--- src/rtl/ipl_pkg.sv ---
package ipl_pkg;

    localparam logic [31:0] CRC_POLY_REFL = 32'hEDB88320;
    localparam logic [31:0] CRC_INIT      = 32'hFFFFFFFF;
    // register value left after a body plus its own CRC, least significant byte first
    localparam logic [31:0] CRC_RESIDUE   = 32'hDEBB20E3;

    typedef struct packed {
        logic       valid;
        logic       sop;
        logic       eop;
        logic [7:0] data;
    } byte_beat_t;

    typedef enum logic [1:0] {
        HS_SYNC     = 2'd0,
        HS_VERIFIED = 2'd1,
        HS_RUN      = 2'd2,
        HS_FAIL     = 2'd3
    } hs_state_t;

    function automatic logic [31:0] crc32_byte(input logic [31:0] c_in, input logic [7:0] b);
        logic [31:0] c;
        c = c_in ^ {24'h0, b};
        for (int k = 0; k < 8; k++) begin
            c = c[0] ? ((c >> 1) ^ CRC_POLY_REFL) : (c >> 1);
        end
        return c;
    endfunction

endpackage

--- src/rtl/ipl_tx_crc.sv ---
module ipl_tx_crc
    import ipl_pkg::*;
(
    input  logic        clk,
    input  logic        rst,
    input  byte_beat_t  beat,
    output logic [31:0] crc_out,
    output logic        crc_vld
);
    logic [31:0] crc_q;
    logic [31:0] crc_base;
    logic [31:0] crc_nxt;

    always_comb begin
        crc_base = beat.sop ? CRC_INIT : crc_q;
        crc_nxt  = crc32_byte(crc_base, beat.data);
    end

    always_ff @(posedge clk) begin
        if (rst) begin
            crc_q   <= CRC_INIT;
            crc_out <= '0;
            crc_vld <= 1'b0;
        end else begin
            crc_vld <= beat.valid && beat.eop;
            if (beat.valid) begin
                crc_q <= crc_nxt;
            end
            if (beat.valid && beat.eop) begin
                crc_out <= ~crc_nxt;
            end
        end
    end


    tx_vld_follows_eop_chk: assert property (@(posedge clk) disable iff (rst)
        crc_vld |-> $past(beat.valid && beat.eop));

endmodule

--- src/rtl/ipl_rx_check.sv ---
module ipl_rx_check
    import ipl_pkg::*;
#(
    parameter int VER_W  = 16,
    parameter int HASH_W = 128
) (
    input  logic              clk,
    input  logic              rst,
    input  byte_beat_t        beat,
    output logic              pkt_good,
    output logic [7:0]        pkt_peer_cnt,
    output logic [VER_W-1:0]  pkt_ver,
    output logic [HASH_W-1:0] pkt_hash
);
    localparam int VER_B   = VER_W / 8;
    localparam int HASH_B  = HASH_W / 8;
    localparam int PKT_LEN = 1 + VER_B + HASH_B + 4;
    localparam int IDX_W   = $clog2(PKT_LEN + 2);
    localparam logic [IDX_W-1:0] LAST_POS = IDX_W'(PKT_LEN - 1);
    localparam logic [IDX_W-1:0] SAT_POS  = IDX_W'(PKT_LEN);
    localparam logic [IDX_W-1:0] VER_END  = IDX_W'(VER_B);
    localparam logic [IDX_W-1:0] HASH_END = IDX_W'(VER_B + HASH_B);

    logic              in_pkt;
    logic [IDX_W-1:0]  idx;
    logic [31:0]       crc_q;
    logic [31:0]       crc_nxt;
    logic [IDX_W-1:0]  pos;
    logic              accept;
    logic              end_ok;
    logic [7:0]        sh_peer;
    logic [VER_W-1:0]  sh_ver;
    logic [HASH_W-1:0] sh_hash;

    always_comb begin
        pos     = beat.sop ? '0 : idx;
        accept  = beat.valid && (beat.sop || in_pkt);
        crc_nxt = crc32_byte(beat.sop ? CRC_INIT : crc_q, beat.data);
        end_ok  = accept && beat.eop && (pos == LAST_POS) && (crc_nxt == CRC_RESIDUE);
    end

    always_ff @(posedge clk) begin
        if (rst) begin
            in_pkt       <= 1'b0;
            idx          <= '0;
            crc_q        <= CRC_INIT;
            pkt_good     <= 1'b0;
            sh_peer      <= '0;
            sh_ver       <= '0;
            sh_hash      <= '0;
            pkt_peer_cnt <= '0;
            pkt_ver      <= '0;
            pkt_hash     <= '0;
        end else begin
            pkt_good <= end_ok;
            if (accept) begin
                crc_q  <= crc_nxt;
                idx    <= (pos == SAT_POS) ? pos : pos + 1'b1;
                in_pkt <= !beat.eop;
                if (pos == '0) begin
                    sh_peer <= beat.data;
                end else if (pos <= VER_END) begin
                    sh_ver <= (sh_ver << 8) | VER_W'(beat.data);
                end else if (pos <= HASH_END) begin
                    sh_hash <= (sh_hash << 8) | HASH_W'(beat.data);
                end
            end
            if (end_ok) begin
                pkt_peer_cnt <= sh_peer;
                pkt_ver      <= sh_ver;
                pkt_hash     <= sh_hash;
            end
        end
    end


    rx_good_needs_eop_chk: assert property (@(posedge clk) disable iff (rst)
        pkt_good |-> $past(beat.valid && beat.eop));


    rx_fields_hold_chk: assert property (@(posedge clk) disable iff (rst)
        !pkt_good |-> $stable(pkt_ver) && $stable(pkt_hash));

endmodule

--- src/rtl/ipl_health.sv ---
module ipl_health
    import ipl_pkg::*;
#(
    parameter int VER_W     = 16,
    parameter int HASH_W    = 128,
    parameter int ERR_LIMIT = 20
) (
    input  logic              clk,
    input  logic              rst,
    input  logic              tick,
    input  logic              pkt_good,
    input  logic [7:0]        pkt_peer_cnt,
    input  logic [VER_W-1:0]  pkt_ver,
    input  logic [HASH_W-1:0] pkt_hash,
    input  logic [VER_W-1:0]  local_ver,
    input  logic [HASH_W-1:0] local_hash,
    output logic              link_ok,
    output logic              normal_en,
    output logic              safe_req
);
    localparam int          CNT_W   = 8;
    localparam logic [CNT_W-1:0] LIMIT   = CNT_W'(ERR_LIMIT);
    localparam logic [CNT_W-1:0] CNT_MAX = '1;

    logic [CNT_W-1:0] err_cnt;
    logic [CNT_W-1:0] peer_cnt;
    logic             seen;
    logic             ever_good;
    hs_state_t        hs;
    logic             id_match;

    assign id_match = (pkt_ver == local_ver) && (pkt_hash == local_hash);

    always_ff @(posedge clk) begin
        if (rst) begin
            err_cnt   <= '0;
            peer_cnt  <= '0;
            seen      <= 1'b0;
            ever_good <= 1'b0;
            hs        <= HS_SYNC;
            safe_req  <= 1'b0;
        end else begin
            if (pkt_good) begin
                err_cnt <= '0;
            end else if (tick && !seen && err_cnt != CNT_MAX) begin
                err_cnt <= err_cnt + 1'b1;
            end
            if (tick) begin
                seen <= 1'b0;
            end else if (pkt_good) begin
                seen <= 1'b1;
            end
            if (pkt_good) begin
                peer_cnt  <= pkt_peer_cnt;
                ever_good <= 1'b1;
            end
            case (hs)
                HS_SYNC:     if (pkt_good) hs <= id_match ? HS_VERIFIED : HS_FAIL;
                HS_VERIFIED: if (pkt_good) hs <= HS_RUN;
                default:     hs <= hs;
            endcase
            safe_req <= safe_req || (err_cnt > LIMIT) || (peer_cnt > LIMIT) || (hs == HS_FAIL);
        end
    end

    assign link_ok   = !safe_req && ever_good && (err_cnt == '0) && (peer_cnt == '0);
    assign normal_en = (hs == HS_RUN) && !safe_req;


    safe_latched_chk: assert property (@(posedge clk) disable iff (rst)
        safe_req |=> safe_req);


    trip_after_limit_chk: assert property (@(posedge clk) disable iff (rst)
        (err_cnt > LIMIT) |=> safe_req);


    normal_after_packet_chk: assert property (@(posedge clk) disable iff (rst)
        $rose(normal_en) |-> $past(pkt_good));


    handshake_fail_trips_chk: assert property (@(posedge clk) disable iff (rst)
        (hs == HS_FAIL) |=> safe_req);

endmodule

--- src/rtl/ipl_link_monitor.sv ---
module ipl_link_monitor
    import ipl_pkg::*;
#(
    parameter int VER_W     = 16,
    parameter int HASH_W    = 128,
    parameter int ERR_LIMIT = 20
) (
    input  logic              clk,
    input  logic              rst,
    input  logic              tick_1ms,
    input  logic              tx_valid,
    input  logic              tx_sop,
    input  logic              tx_eop,
    input  logic [7:0]        tx_data,
    output logic [31:0]       tx_crc,
    output logic              tx_crc_vld,
    input  logic              rx_valid,
    input  logic              rx_sop,
    input  logic              rx_eop,
    input  logic [7:0]        rx_data,
    input  logic [VER_W-1:0]  local_ver,
    input  logic [HASH_W-1:0] local_hash,
    output logic              link_ok,
    output logic              normal_en,
    output logic              safe_req
);
    byte_beat_t        tx_beat;
    byte_beat_t        rx_beat;
    logic              pkt_good;
    logic [7:0]        pkt_peer_cnt;
    logic [VER_W-1:0]  pkt_ver;
    logic [HASH_W-1:0] pkt_hash;

    assign tx_beat = '{valid: tx_valid, sop: tx_sop, eop: tx_eop, data: tx_data};
    assign rx_beat = '{valid: rx_valid, sop: rx_sop, eop: rx_eop, data: rx_data};

    ipl_tx_crc u_tx (
        .clk     (clk),
        .rst     (rst),
        .beat    (tx_beat),
        .crc_out (tx_crc),
        .crc_vld (tx_crc_vld)
    );

    ipl_rx_check #(.VER_W(VER_W), .HASH_W(HASH_W)) u_rx (
        .clk          (clk),
        .rst          (rst),
        .beat         (rx_beat),
        .pkt_good     (pkt_good),
        .pkt_peer_cnt (pkt_peer_cnt),
        .pkt_ver      (pkt_ver),
        .pkt_hash     (pkt_hash)
    );

    ipl_health #(.VER_W(VER_W), .HASH_W(HASH_W), .ERR_LIMIT(ERR_LIMIT)) u_health (
        .clk          (clk),
        .rst          (rst),
        .tick         (tick_1ms),
        .pkt_good     (pkt_good),
        .pkt_peer_cnt (pkt_peer_cnt),
        .pkt_ver      (pkt_ver),
        .pkt_hash     (pkt_hash),
        .local_ver    (local_ver),
        .local_hash   (local_hash),
        .link_ok      (link_ok),
        .normal_en    (normal_en),
        .safe_req     (safe_req)
    );


    no_normal_in_safe_chk: assert property (@(posedge clk) disable iff (rst)
        safe_req |-> !normal_en && !link_ok);

endmodule

--- config.mk ---
export PLATFORM = sky130hd
export DESIGN_NAME = ipl_link_monitor
export DESIGN_NICKNAME = d
export VERILOG_FILES = /design/src/rtl/ipl_pkg.sv /design/src/rtl/ipl_tx_crc.sv /design/src/rtl/ipl_rx_check.sv /design/src/rtl/ipl_health.sv /design/src/rtl/ipl_link_monitor.sv
export SDC_FILE = /design/constraint.sdc
export NUM_CORES = 1
export LEC_CHECK = 0
export BUFFER_PORTS_ARGS = -buffer_cell sky130_fd_sc_hd__buf_2
export CAP_MARGIN = 20
export CELL_PAD_IN_SITES_DETAIL_PLACEMENT = 1
export CELL_PAD_IN_SITES_GLOBAL_PLACEMENT = 2
export CORE_UTILIZATION = 36
export CTS_BUF_LIST = sky130_fd_sc_hd__clkbuf_16
export CTS_CLUSTER_SIZE = 40
export DETAILED_ROUTE_END_ITERATION = 8
export PLACE_DENSITY_LB_ADDON = 0.1
export SYNTH_ARGS = -nofsm -noshare
export SYNTH_HDL_FRONTEND = slang
export SYNTH_HIERARCHICAL = 1
export SYNTH_SLANG_ARGS = --single-unit
--- constraint.sdc ---
create_clock -name clk -period 4 [get_ports clk]
set_input_delay 0.8 -clock clk [delete_from_list [all_inputs] [get_ports clk]]
set_output_delay 0.8 -clock clk [all_outputs]
set_load 0.05 [all_outputs]
==> flow_metrics.tcl <==
set metrics [dict create \
    drive_gt1_share_pct 14.3 \
    ys.flop_type "dfxtp_1" \
    area_delta_synth_final_pct 15.4 \
    cts_tree "done" \
    fmax_ghz 0.282 \
    critical_path_class "reg2reg" \
    syn-instance-count 2538 \
    final-seq-area_um2 8590 \
    ys_seq_area_share_pct 40.3 \
    hpwlAfterDp_um 57400 \
    final_common_cell "dfxtp_1" \
    multiInputGateArea_um2 11400 \
    routed_wl_um 82600 \
    grt_busiest_layer "met2" \
    synthArstFlopShare_pct 0 \
    numCtsBuffers 51 \
    slowest_stage "dfxtp_1" \
    cts.path.max_buffers 3 \
    vias_per_cell 5.69 \
    cp-end-kind "register" \
    postCtsSetupRepairBufs 0 \
    htreeDepth 2 \
    insertion_delay_ns 0.60 \
    slowest_delay_ns 0.67 \
    rsz0062_at_grt "false" \
    ant_nets 0 \
    slew_viol_final 0 \
    drt_first_pass_iters 5 \
    leakage_nw 8.88 \
    final_nets 2814 \
    drtIter0Drc 1236 \
    clock_sinks 429 \
    chipHeight_um 245 \
    cts_root_buf "clkbuf_16" \
    ys_ff_latch 429 \
    required_ns 4.42 \
    std_cell_rows 88 \
    finalSetupViolCount 0 \
    crit_family "compound AO/OA/AOI/OAI gates" \
    antenna_found_initial 0 \
    setup_tns_ns 0 \
    finalCriticalPeriod_ns 3.54 \
    grt_remaining_overflow 0 \
    yosysUniqueCellTypes 79 \
    first_global_vias 19800 \
    io_buffer_count 204 \
    postSynthAreaPerCell_um2 8.40 \
    grt_start_max_net_pins 228 \
    syn_area_um2 21300 \
    diodes 0 \
    synth_top_cells_by_area "dfxtp_1, a21oi_1, xnor2_1" \
    ir_worst_vdd_v 0.000299 \
    fin_area_um2 24600 \
    route.detailed.drc 0 \
    fin_worst_skew_ns 0.0205 \
    core-area_um2 58100 \
    finalHoldViolCount 0 \
    grt_pass1_wl_um 124000 \
    layout.cells.non_filler 3438 \
    ctsHoldBuffers 0 \
    yosysWarnings 6 \
    synth_edf_count 0 \
    post_drt_wl_per_cell_um 24.0 \
    powerDensity_nw_per_um2 457 \
    startpoint_type "register" \
    place_area_um2 23100 \
    chipWidth_um 245 \
    hold_class "in2reg" \
    maxCapViolCount 0 \
    gp_congestion 0.889 \
    path_max_fanout 99 \
    fillers 6855 \
    synth.net_count 2713 \
    grt_util_met2_pct 43.0 \
    finalCritPeriodShare_pct 88.6 \
    io_pins 205 \
    grt.met1_usage_pct 36.7 \
    path_cells "nor2_1, xnor2_1, xnor3_1, or4b_1, a211oi_2, o32ai_4, buf_12, o31ai_1, a21oi_1" \
    vias 19600 \
    most-common-layout-cells "dfxtp_1, nand2_1, a21oi_1" \
    synth.top_cell.area_share_pct 40.3 \
    relSlewSlack_pct 21.6 \
    synth_top_area_cell "dfxtp_1" \
    die-area_um2 60200 \
    worst_pin_slew_ns 1.18 \
    clkTransAtPathRegs_ns 0.06 \
    grt_use_total_pct 26.9 \
    worstPathArrival_ns 3.96 \
    start_util_pct 36.7 \
    grt_use_met3_pct 3.82 \
    status "completed" \
    place_inst 3351 \
    cp_num_buf_inv 1 \
    cts_resized 0 \
]
## Yosys cell counts (22+ instances only)
cell	instances
xor2_1	94
nand4_1	171
nor2_1	192
clkbuf_1	134
dfxtp_1	429
buf_2	54
o22ai_1	26
a211oi_1	22
mux2i_1	29
o21ai_0	26
a21oi_1	318
o31ai_1	152
nor4_1	25
nand2_1	327
xnor2_1	143
inv_1	75
a211o_1	39
## worst reg2reg max path, delay by kind of cell (launching register included)
kind	cells	cell delay (ns)
AO/OA/AOI/OAI	4	1.12
XOR/XNOR	2	0.71
flip-flops	1	0.67
buffers and inverters	1	0.25
AND/OR/NAND/NOR	2	0.63
## power by group
part | switching [mW] | total, mW | internal [mW]
Sequential | 0.149 | 4.57 | 4.42
Combinational | 1.46 | 2.40 | 0.942
Clock | 1.86 | 4.28 | 2.42
Total | 3.47 | 11.3 | 7.78
## kinds of logic after synthesis
| group | Yosys count | synth area share (%) |
|---|---|---|
| AOI/OAI and AO/OA | 661 | 19.9 |
| xor gates and xnor gates | 268 | 12.9 |
| adders and majority gates | 6 | 0.352 |
| buffers and inverters | 313 | 6.69 |
| DFF | 429 | 40.3 |
| muxes | 30 | 1.41 |
| and+or+nand+nor | 831 | 18.5 |
## final timing paths
kind | startpoint | end | slack (ns) | cells past startpoint
min reg2reg | u_tx/crc_out[16] | u_tx/crc_out[16] | 0.46 | 2
min | tick_1ms | u_health/seen | 0.38 | 2
max | u_rx/crc_q[2] | u_rx/pkt_hash[84] | 0.46 | 9
max reg2reg | u_rx/crc_q[2] | u_rx/pkt_hash[84] | 0.46 | 9
## sequential cells by signal (all words and copies together) (netlist names), 2 cells and up
| name | cells |
|---|---|
| u_health/err_cnt | 8 |
| u_health/hs | 2 |
| u_health/peer_cnt | 8 |
| u_rx/crc_q | 32 |
| u_rx/idx | 5 |
| u_rx/pkt_hash | 128 |
| u_rx/pkt_peer_cnt | 8 |
| u_rx/pkt_ver | 16 |
| u_rx/sh_hash | 128 |
| u_rx/sh_peer | 8 |
| u_rx/sh_ver | 16 |
| u_tx/crc_out | 32 |
| u_tx/crc_q | 32 |
## final cells by class
type                    count  share of cell area, %
inverters                  76                   1.16
well taps                 765                   3.89
flip-flops and latches    429                   34.9
repair buffers            285                   7.83
multi-input cells        1796                   46.2
clock buffers              53                   5.39
clock inverters            34                  0.671
## per-layer routing
layer	share of wire, %	vias up
li1	-	9179
met1	46	9746
met2	45	516
met3	4.9	128
met4	3.5	0
met5	0	-
## stage by stage
step | setup slack, ns | util [%] | power, mW | hold WS [ns]
2_1_floorplan | 0.287 | - | 6.29 | 0.427
4_1_cts | 0.484 | 42.3 | 11.4 | 0.354
3_3_place_gp | 0.170 | 39.8 | 7.02 | 0.442
3_5_place_dp | 0.0847 | 39.8 | 7.06 | 0.451
5_1_grt | 0.265 | 42.3 | 11.7 | 0.384
6_report | 0.457 | 42.3 | 11.3 | 0.383
(Power assumes the default switching activity.)
